==> config.mk <==
export PLATFORM = sky130hd
export DESIGN_NAME = xmem_ws_ctrl
export DESIGN_NICKNAME = d
export VERILOG_FILES = /design/src/rtl/xmem_pkg.sv /design/src/rtl/xmem_sector_sel.sv /design/src/rtl/xmem_hi_mask.sv /design/src/rtl/xmem_seq.sv /design/src/rtl/xmem_ws_ctrl.sv
export SDC_FILE = /design/constraint.sdc
export NUM_CORES = 1
export LEC_CHECK = 0
export BUFFER_PORTS_ARGS = -buffer_cell sky130_fd_sc_hd__buf_4
export CAP_MARGIN = 20
export CELL_PAD_IN_SITES_DETAIL_PLACEMENT = 1
export CELL_PAD_IN_SITES_GLOBAL_PLACEMENT = 2
export CORE_ASPECT_RATIO = 0.7
export CORE_MARGIN = 2
export CORE_UTILIZATION = 31
export DETAILED_ROUTE_END_ITERATION = 6
export GPL_TIMING_DRIVEN = 0
export PLACE_DENSITY = 0.79
export SETUP_SLACK_MARGIN = 0.1
export SYNTH_ARGS = -nofsm -noshare
export SYNTH_HDL_FRONTEND = slang
export SYNTH_HIERARCHICAL = 1
export SYNTH_SLANG_ARGS = --single-unit
==> constraint.sdc <==
create_clock -name clk_i -period 2.7 [get_ports clk_i]
set_input_delay 0.135 -clock clk_i [delete_from_list [all_inputs] [get_ports clk_i]]
set_output_delay 0.135 -clock clk_i [all_outputs]
set_load 0.02 [all_outputs]
==> src/rtl/xmem_pkg.sv <==
package xmem_pkg;
  typedef enum logic [2:0] {
    ST_IDLE,
    ST_ADDR,
    ST_STRB,
    ST_REL,
    ST_HOLD
  } xstate_e;

  // extra strobe cycles per wait code
  function automatic logic [1:0] ws_extra(input logic [1:0] code);
    case (code)
      2'd0:    ws_extra = 2'd0;
      2'd1:    ws_extra = 2'd1;
      default: ws_extra = 2'd2;
    endcase
  endfunction
endpackage

==> src/rtl/xmem_sector_sel.sv <==
module xmem_sector_sel #(
  parameter int ADDR_W = 16,
  parameter logic [ADDR_W-1:0] INT_TOP = 16'h10FF
) (
  input  logic              en_i,
  input  logic              req_i,
  input  logic [ADDR_W-1:0] addr_i,
  input  logic [ADDR_W-1:0] bound_i,
  input  logic [1:0]        ws_lo_i,
  input  logic [1:0]        ws_hi_i,
  output logic              hit_o,
  output logic [1:0]        code_o
);
  logic is_ext, is_upper;

  always_comb begin
    is_ext   = addr_i > INT_TOP;
    is_upper = addr_i >= bound_i;
    hit_o    = en_i && req_i && is_ext;
    code_o   = is_upper ? ws_hi_i : ws_lo_i;
  end
endmodule

==> src/rtl/xmem_hi_mask.sv <==
module xmem_hi_mask #(
  parameter int HI_W = 8,
  parameter int CNT_W = $clog2(HI_W + 1)
) (
  input  logic [CNT_W-1:0] cnt_i,
  output logic [HI_W-1:0]  mask_o
);
  for (genvar i = 0; i < HI_W; i++) begin : g_line
    assign mask_o[i] = (cnt_i > CNT_W'(i));
  end
endmodule

==> src/rtl/xmem_seq.sv <==
module xmem_seq
  import xmem_pkg::*;
(
  input  logic       clk_i,
  input  logic       rst_ni,
  input  logic       start_i,
  input  logic [1:0] code_i,
  input  logic [1:0] code_q_i,
  output xstate_e    state_o,
  output logic       strb_last_o
);
  xstate_e    state_q;
  logic [1:0] cnt_q;

  always_ff @(posedge clk_i or negedge rst_ni) begin
    if (!rst_ni) begin
      state_q <= ST_IDLE;
      cnt_q   <= '0;
    end else begin
      case (state_q)
        ST_IDLE: if (start_i) begin
          state_q <= ST_ADDR;
          cnt_q   <= ws_extra(code_i);
        end
        ST_ADDR: state_q <= ST_STRB;
        ST_STRB: begin
          if (cnt_q == '0) state_q <= ST_REL;
          else             cnt_q   <= cnt_q - 2'd1;
        end
        ST_REL:  state_q <= (code_q_i == 2'd3) ? ST_HOLD : ST_IDLE;
        default: state_q <= ST_IDLE;
      endcase
    end
  end

  assign state_o     = state_q;
  assign strb_last_o = (state_q == ST_STRB) && (cnt_q == '0);

  // strobe-low cycles measured independently of the down-counter
  logic [2:0] len_q;
  always_ff @(posedge clk_i or negedge rst_ni) begin
    if (!rst_ni)                 len_q <= '0;
    else if (state_q == ST_STRB) len_q <= len_q + 3'd1;
    else                         len_q <= '0;
  end

  assert_strobe_len_R4: assert property (@(posedge clk_i) disable iff (!rst_ni)
    (state_q == ST_REL && len_q != '0) |-> (len_q == 3'(ws_extra(code_q_i)) + 3'd1));

  assert_hold_only_slow_R5: assert property (@(posedge clk_i) disable iff (!rst_ni)
    (state_q == ST_HOLD) |-> (code_q_i == 2'd3));
endmodule

==> src/rtl/xmem_ws_ctrl.sv <==
module xmem_ws_ctrl
  import xmem_pkg::*;
#(
  parameter int ADDR_W = 16,
  parameter int DATA_W = 8,
  parameter logic [ADDR_W-1:0] INT_TOP = 16'h10FF,
  localparam int HI_W = ADDR_W - 8,
  localparam int CNT_W = $clog2(HI_W + 1)
) (
  input  logic              clk_i,
  input  logic              rst_ni,
  input  logic              cfg_en_i,
  input  logic [ADDR_W-1:0] cfg_bound_i,
  input  logic [1:0]        cfg_ws_lo_i,
  input  logic [1:0]        cfg_ws_hi_i,
  input  logic [CNT_W-1:0]  cfg_hi_bits_i,
  input  logic              cfg_keep_i,
  input  logic              req_i,
  input  logic              we_i,
  input  logic [ADDR_W-1:0] addr_i,
  input  logic [DATA_W-1:0] wdata_i,
  output logic              busy_o,
  output logic [DATA_W-1:0] rdata_o,
  output logic              rvalid_o,
  output logic              ale_o,
  output logic              rd_no,
  output logic              wr_no,
  output logic [7:0]        ext_addr_lo_o,
  output logic [HI_W-1:0]   ext_addr_hi_o,
  output logic [HI_W-1:0]   ext_addr_hi_oe_o,
  output logic [DATA_W-1:0] ext_data_o,
  output logic              ext_data_oe_o,
  input  logic [DATA_W-1:0] ext_data_i,
  output logic              keep_o
);
  logic              hit, start, strb_last;
  logic [1:0]        sel_code, code_q;
  xstate_e           state;
  logic [ADDR_W-1:0] addr_q;
  logic [DATA_W-1:0] wdata_q, keep_val_q, rdata_q;
  logic              we_q, rvalid_q, en_q, keep_en_q;
  logic [CNT_W-1:0]  hi_cnt_q;
  logic [HI_W-1:0]   hi_mask;

  xmem_sector_sel #(.ADDR_W(ADDR_W), .INT_TOP(INT_TOP)) u_sel (
    .en_i    (cfg_en_i),
    .req_i   (req_i),
    .addr_i  (addr_i),
    .bound_i (cfg_bound_i),
    .ws_lo_i (cfg_ws_lo_i),
    .ws_hi_i (cfg_ws_hi_i),
    .hit_o   (hit),
    .code_o  (sel_code)
  );

  assign start = (state == ST_IDLE) && hit;

  xmem_seq u_seq (
    .clk_i       (clk_i),
    .rst_ni      (rst_ni),
    .start_i     (start),
    .code_i      (sel_code),
    .code_q_i    (code_q),
    .state_o     (state),
    .strb_last_o (strb_last)
  );

  xmem_hi_mask #(.HI_W(HI_W), .CNT_W(CNT_W)) u_mask (
    .cnt_i  (hi_cnt_q),
    .mask_o (hi_mask)
  );

  // configuration shadow: follows inputs only between transfers
  always_ff @(posedge clk_i or negedge rst_ni) begin
    if (!rst_ni) begin
      en_q      <= 1'b0;
      hi_cnt_q  <= '0;
      keep_en_q <= 1'b0;
    end else if (state == ST_IDLE) begin
      en_q      <= cfg_en_i;
      hi_cnt_q  <= cfg_hi_bits_i;
      keep_en_q <= cfg_keep_i;
    end
  end

  always_ff @(posedge clk_i or negedge rst_ni) begin
    if (!rst_ni) begin
      addr_q  <= '0;
      we_q    <= 1'b0;
      wdata_q <= '0;
      code_q  <= '0;
    end else if (start) begin
      addr_q  <= addr_i;
      we_q    <= we_i;
      wdata_q <= wdata_i;
      code_q  <= sel_code;
    end
  end

  always_ff @(posedge clk_i or negedge rst_ni) begin
    if (!rst_ni) begin
      rdata_q    <= '0;
      rvalid_q   <= 1'b0;
      keep_val_q <= '0;
    end else begin
      rvalid_q <= strb_last && !we_q;
      if (strb_last && !we_q) begin
        rdata_q    <= ext_data_i;
        keep_val_q <= ext_data_i;
      end else if (state == ST_ADDR && we_q) begin
        keep_val_q <= wdata_q;
      end
    end
  end

  always_comb begin
    busy_o           = (state != ST_IDLE);
    ale_o            = (state == ST_ADDR);
    rd_no            = !((state == ST_STRB) && !we_q);
    wr_no            = !((state == ST_STRB) && we_q);
    ext_data_oe_o    = we_q && ((state == ST_STRB) || (state == ST_REL));
    ext_addr_lo_o    = addr_q[7:0];
    ext_addr_hi_oe_o = en_q ? hi_mask : '0;
    ext_addr_hi_o    = addr_q[ADDR_W-1:8] & ext_addr_hi_oe_o;
    keep_o           = keep_en_q && !ext_data_oe_o;
    if (ext_data_oe_o)  ext_data_o = wdata_q;
    else if (keep_o)    ext_data_o = keep_val_q;
    else                ext_data_o = '0;
    rdata_o          = rdata_q;
    rvalid_o         = rvalid_q;
  end

  assert_disabled_idle_R1: assert property (@(posedge clk_i) disable iff (!rst_ni)
    (!busy_o && !cfg_en_i) |=> !busy_o);

  assert_ale_pulse_R6: assert property (@(posedge clk_i) disable iff (!rst_ni)
    ale_o |=> (!ale_o && busy_o));

  assert_rvalid_after_read_R7: assert property (@(posedge clk_i) disable iff (!rst_ni)
    rvalid_o |-> ($past(!rd_no) && rd_no));

  assert_wdata_oe_R8: assert property (@(posedge clk_i) disable iff (!rst_ni)
    !wr_no |-> (ext_data_oe_o && ext_data_o == wdata_q));

  assert_released_zero_R9: assert property (@(posedge clk_i) disable iff (!rst_ni)
    (ext_addr_hi_o & ~ext_addr_hi_oe_o) == '0);

  assert_keeper_quiet_R10: assert property (@(posedge clk_i) disable iff (!rst_ni)
    keep_o |-> !ext_data_oe_o);

  assert_cfg_frozen_R11: assert property (@(posedge clk_i) disable iff (!rst_ni)
    (busy_o && $past(busy_o)) |-> ($stable(code_q) && $stable(hi_cnt_q) && $stable(keep_en_q)));

  assert_no_dual_strobe_R12: assert property (@(posedge clk_i) disable iff (!rst_ni)
    (rd_no || wr_no));

  assert_addr_stable_R12: assert property (@(posedge clk_i) disable iff (!rst_ni)
    (busy_o && $past(busy_o)) |-> $stable(ext_addr_lo_o));
endmodule

==> reports/metrics.yaml, run 1 <==
grt_pass1_vias: 2570
die_h_um: 89.3
synth_edf_count: 0
grt_start_max_net_pins: 56
gr-total-overflow: 0
power_leakage_nw: 2.22
hold_viol_final: 0
start_kind: "flop"
syn_avg_cell_area_um2: 11.4
syn_to_final_growth_pct: 35.1
dp_slack_ns: 0.315
fin_crit_ns: 2.20
async_reset_ff_share_pct: 100
max-vdd-ir-drop_uv: 317
setup_viol: 0
wl_per_cell_um: 16.1
clkTransAtPathRegs_ns: 0.07
slew_violations: 0
initial_core_util_pct: 31.5
yosysUniqueCellTypes: 47
nets: 478
firstDrtPassIters: 6
status: "finished clean"
crit_top_cell: "nand2_1"
drt_iter0_markers: 104
worstPathMaxFanout: 10
hold_ws_ns: 0.0382
min_period_over_period_pct: 81.6
gp_congestion: 0.759
crit_arrival_ns: 2.07
numPortBuffers: 108
hpwl_mm: 6.72
rsz0062_at_grt: "no"
worst_slew_pin_slew_ns: 0.734
p_per_area_mw_per_mm2: 1170
antenna_found_initial: 0
timing.fmax_mhz: 454
drive_gt1_share_pct: 48.4
drcViolationCount: 0
finish.utilization_pct: 42.5
die_x_um: 126
crit_chain: "nand3b_1 -> clkinv_1 -> nand2_1 -> nand2_1 -> buf_4"
core_mm2: 0.0102
slowest_stage: "dfrtp_1"
ys_seq_area_share_pct: 42.7
synth_ff_type: "dfrtp_1"
crit_path_max_incr_delay_ns: 0.53
rows: 31
critPathKind: "reg -> out"
synth_cells: 283
cts_buffers: 5
vias_per_cell: 4.60
hold_class: "in -> reg"
io_pins: 109
ys_ff_latch: 55
cts_tree: "done"
ys_warn_count: 6
clock_latency_ns: 0.29
cts.sinks: 55
tns_ns: 0
fin_skew_ns: 0.00317
endpoint_kind: "output port"
wirelength_mm: 8.57
cts_root_buf: "clkbuf_16"
clockBufferDepth: 2
p_total_mw: 5.09
insertedDiodeCount: 0
syn_nets: 362
relSlewSlack_pct: 51.1
grt_pass1_wl_mm: 13.4
antenna_left: 0
synth_area_mm2: 0.00322
vias: 2440
cap_viol_max_count: 0
grtUsageTotal_pct: 15.3
worst_slack_ns: 0.497
die-area_mm2: 0.0112
cp.required_ns: 2.57
postCtsResizedCells: 0
cts_htree_levels: 2
cell type report:
class / count / area [um^2]
multi-input combinational: 187 / 1600
clock inverter: 1 / 5.00
timing repair buffer: 109 / 821
buffer: 18 / 161
tap: 132 / 165
inverter: 23 / 88.8
fill: 1172 / 5890
sequential: 55 / 1380
clock buffer: 6 / 139
where the power goes:
| part | switching (mW) | internal, mW | total, mW |
|---|---|---|---|
| Sequential | 0.308 | 1.24 | 1.55 |
| Combinational | 1.38 | 1.50 | 2.88 |
| Clock | 0.295 | 0.363 | 0.658 |
per-stage QoR:
stage / cells / area, um^2
floorplan: 283 / 3220
global placement: 523 / 4200
detailed placement: 523 / 4200
CTS: 531 / 4350
global route: 531 / 4350
finish: 531 / 4350
cell usage in the layout, fill, tap and decap left out, drive strengths merged, types with 8 or more instances in the layout:
cell type  count
dfrtp         55
buf          124
inv           22
nand2         45
ha            17
nand3          8
and2          10
and3           8
mux2          51
clkbuf         8
Yosys cell counts (3+ instances only):
cell type | number | area (um^2)
mux2_4 | 20 | 300
dfrtp_1 | 55 | 1380
o21ai_0 | 3 | 15.0
a21oi_1 | 5 | 25.0
ha_1 | 17 | 213
nand2_1 | 45 | 169
and3_1 | 8 | 50.1
a21o_1 | 3 | 22.5
mux2_2 | 29 | 327
nand3_1 | 8 | 40.0
buf_4 | 8 | 60.1
mux2i_1 | 3 | 30.0
nand2b_4 | 3 | 41.3
nand2b_1 | 3 | 18.8
buf_6 | 4 | 45.0
and2_1 | 10 | 62.6
inv_1 | 21 | 78.8
sequential cells by signal, summed over array words and instances, names as in the netlist:
register / flops
addr_q: 16
code_q: 2
en_q: 1
hi_cnt_q: 4
keep_en_q: 1
keep_val_q: 8
rdata_o: 8
rvalid_o: 1
u_seq/cnt_q: 2
u_seq/state_o: 3
wdata_q: 8
we_q: 1
routing by layer:
metal,track usage [%],vias up,wire [um]
met5,0,-,0
met4,3.00,0,60
met3,2.87,5,251
met2,24.8,34,4010
met1,21.9,1211,4250
li1,-,1190,-
repair_timing:
action,4_1_cts,5_1_grt
hold buffers,1,0
hold endpoints to repair,55,0
setup buffers,0,0
worst paths after layout:
kind	startpoint	endpoint	slack (ns)	cells after the start
worst min-delay path	ext_data_i[2]	rdata_o[2]	0.04	3
max in group asynchronous	rst_ni	addr_q[6]	1.78	2
worst max register to register	u_seq/state_o[2]	u_seq/cnt_q[0]	0.53	7
worst min register to register	rdata_o[0]	rdata_o[0]	0.48	2
min in group asynchronous	rst_ni	addr_q[5]	0.43	2
worst max-delay path	u_seq/state_o[2]	ext_data_o[5]	0.50	5
kinds of logic after synthesis:
family	after synthesis	share of synthesized area, %
and+or+nand+nor	93	15.8
DFF	55	42.7
muxes	54	21.1
buffers and inverters	41	7.76
AOI/OAI and AO/OA	22	5.82
adders and majority gates	17	6.60
xor gates and xnor gates	1	0.272
worst max-delay path: cells and delay by family (launching register included):
kind | cells | cell delay [ns]
and+or+nand+nor | 3 | 0.68
buffers and inverters | 2 | 0.57
DFF | 1 | 0.53
Power figures use the tool's default switching activity.
==> run 2: changes to the inputs <==
clock period = 2.1 ns   (was 2.7 ns; I/O delays follow)
==> run 2 against run 1 <==
  * Worst setup slack worse by 0.34 ns
  * First-iteration DRC count shrank 20%
  * Clock skew up 0.0024 ns
  * Final area grew 5.3%
  * Sequential share of layout area is 1.5 points lower
  * Highest routed layer unchanged
==> reports/metrics.yaml, run 2 (synthesized netlist as in run 1, its figures left out) <==
drcViolationCount: 0  # unchanged
vias: 2472  # was 2440
final_cell_mix: "buf_4, dfrtp_1, nand2_1"  # unchanged
status: "finished clean"  # unchanged
endpoint_kind: "flop"  # was output port
min_period_over_period_pct: 92.4
regMostFlops: "addr_q"  # unchanged
cts_root_buf: "clkbuf_16"  # unchanged
relSlewSlack_pct: 50.5  # was 51.1%
wirelength_mm: 9.08  # was 8.57 mm
clock_latency_ns: 0.29  # about the same
drive_gt1_share_pct: 55.0  # was 48.4%
cap_viol_max_count: 0  # unchanged
numPortBuffers: 108  # unchanged
grt_pass1_vias: 2605  # was 2570
setup_viol: 0  # unchanged
cts.sinks: 55  # unchanged
insertedDiodeCount: 0  # unchanged
r2r_cells: 9  # was 7
power_leakage_nw: 2.29  # was 2.22 nW
initial_core_util_pct: 31.5  # unchanged
r2r-end: "keep_val_q[6]"  # was u_seq/cnt_q[0]
p_per_area_mw_per_mm2: 1470  # was 1170 mW/mm^2
tns_ns: 0  # unchanged
wl_per_cell_um: 16.8  # was 16.1 um
io_pins: 109  # unchanged
grt_pass1_wl_mm: 13.6  # was 13.4 mm
drt_iter0_markers: 83  # was 104
hold_viol_final: 0  # unchanged
worstPathMaxFanout: 3  # was 10
die_h_um: 89.3  # unchanged
critPathKind: "in -> reg"  # was reg -> out
die-area_mm2: 0.0112  # unchanged
cts_buffers: 5  # unchanged
rsz0062_at_grt: "yes"  # was no
finish.utilization_pct: 44.8  # was 42.5%
syn_to_final_growth_pct: 42.2  # was 35.1%
rows: 31  # unchanged
core_mm2: 0.0102  # unchanged
gp_congestion: 0.759  # unchanged
timing.fmax_mhz: 515
cts_htree_levels: 2  # unchanged
firstDrtPassIters: 4  # was 6
cp.required_ns: 2.28  # was 2.57 ns
num-fill-cells: 1159  # was 1172
antenna_left: 0  # unchanged
max-vdd-ir-drop_uv: 415  # was 317 uV
clkTransAtPathRegs_ns: 0.07  # about the same
cts_tree: "done"  # unchanged
fin_skew_ns: 0.00553  # was 0.00317 ns
critPathCapture: "u_seq/cnt_q[1]"  # was ext_data_o[5]
crit-reg2reg-launch: "u_seq/state_o[1]"  # was u_seq/state_o[2]
antenna_found_initial: 0  # unchanged
clockBufferDepth: 2  # unchanged
die_x_um: 126  # unchanged
nets: 488  # was 478
grtUsageTotal_pct: 15.5  # was 15.3%
worst_slew_pin_slew_ns: 0.742  # was 0.734 ns
slew_violations: 0  # unchanged
fin_crit_ns: 1.94
vias_per_cell: 4.57  # was 4.60
critPathLaunch: "cfg_bound_i[8]"  # was u_seq/state_o[2]
gr-total-overflow: 0  # unchanged
start_kind: "primary input"  # was flop
ff2ff_setup_slack_ns: 0.18  # was 0.53 ns
largest_reg_flops: 16  # unchanged
grt_start_max_net_pins: 56  # unchanged
hpwl_mm: 6.72  # unchanged
final_common_cell: "buf_4"  # unchanged
crit_arrival_ns: 2.12  # was 2.07 ns
hold_class: "in -> reg"  # unchanged
## run 2: timing repair
action	4_1_cts	5_1_grt
cloned	0	0
resized for setup	5	28
endpoints found under the setup margin	26	11
pin swaps	2	11
buffers inserted	2	8
hold buffers	1	0
endpoints found under the hold margin	55	0
## run 2: through the flow
stage / cell area [um^2] / total power, mW / setup slack, ns / hold slack (ns) / cells
after floorplan: 3220 / 4.38 / 0.112 / -0.191 / 283
after global placement: 4200 / 5.66 / -0.214 / 0.225 / 523
after detailed placement: 4200 / 5.75 / -0.255 / 0.223 / 523
after global routing: 4580 / 7.21 / 0.0727 / 0.0266 / 541
final: 4580 / 6.74 / 0.159 / 0.0112 / 541
after CTS: 4380 / 6.71 / 0.0671 / 0.00706 / 533
## run 2: critical path: stages
cell	delay, ns
buf_4	0.08
inv_1	0.06
ha_4	0.27
and4_4	0.25
nand2_4	0.06
buf_4	0.14
a2111oi_4	0.35
a211oi_2	0.11
mux2_4	0.34
buf_4	0.14
mux2i_1	0.12
mux2i_1	0.08
## run 2: cell type report
cell class / instances / area, um^2 / area share [%]
buffer: 18 / 168 / 3.66
clock buffer: 6 / 139 / 3.03
clock inverter: 1 / 5.00 / 0.109
inverter: 23 / 100 / 2.18
multi-input combinational: 187 / 1730 / 37.8
sequential: 55 / 1380 / 30.1
tap: 132 / 165 / 3.60
timing repair buffer: 119 / 896 / 19.5
## run 2: where the power goes
part	internal, mW	switching (mW)
clock network	0.467	0.380
registers	1.60	0.405
logic	2.04	1.84
total	4.11	2.63
## run 2: worst min-delay path by stage
| stage | from | end | slack, ns | cells after the start |
|---|---|---|---|---|
| after floorplan | rst_ni | addr_q[0] | -0.19 | 0 |
| after global placement | rst_ni | addr_q[4] | 0.23 | 1 |
| after detailed placement | rst_ni | addr_q[5] | 0.22 | 1 |
| after CTS | ext_data_i[2] | rdata_o[2] | 0.007 | 3 |
| after global routing | ext_data_i[4] | rdata_o[4] | 0.03 | 3 |
| final | ext_data_i[3] | rdata_o[3] | 0.01 | 3 |
## run 2: routing by layer
layer	share of wire [%]	vias to the layer above	track usage, %
met5	0	-	0
met4	0.66	0	3.00
met3	2.9	5	2.81
met2	48	34	25.2
met1	49	1225	22.0
li1	-	1208	-
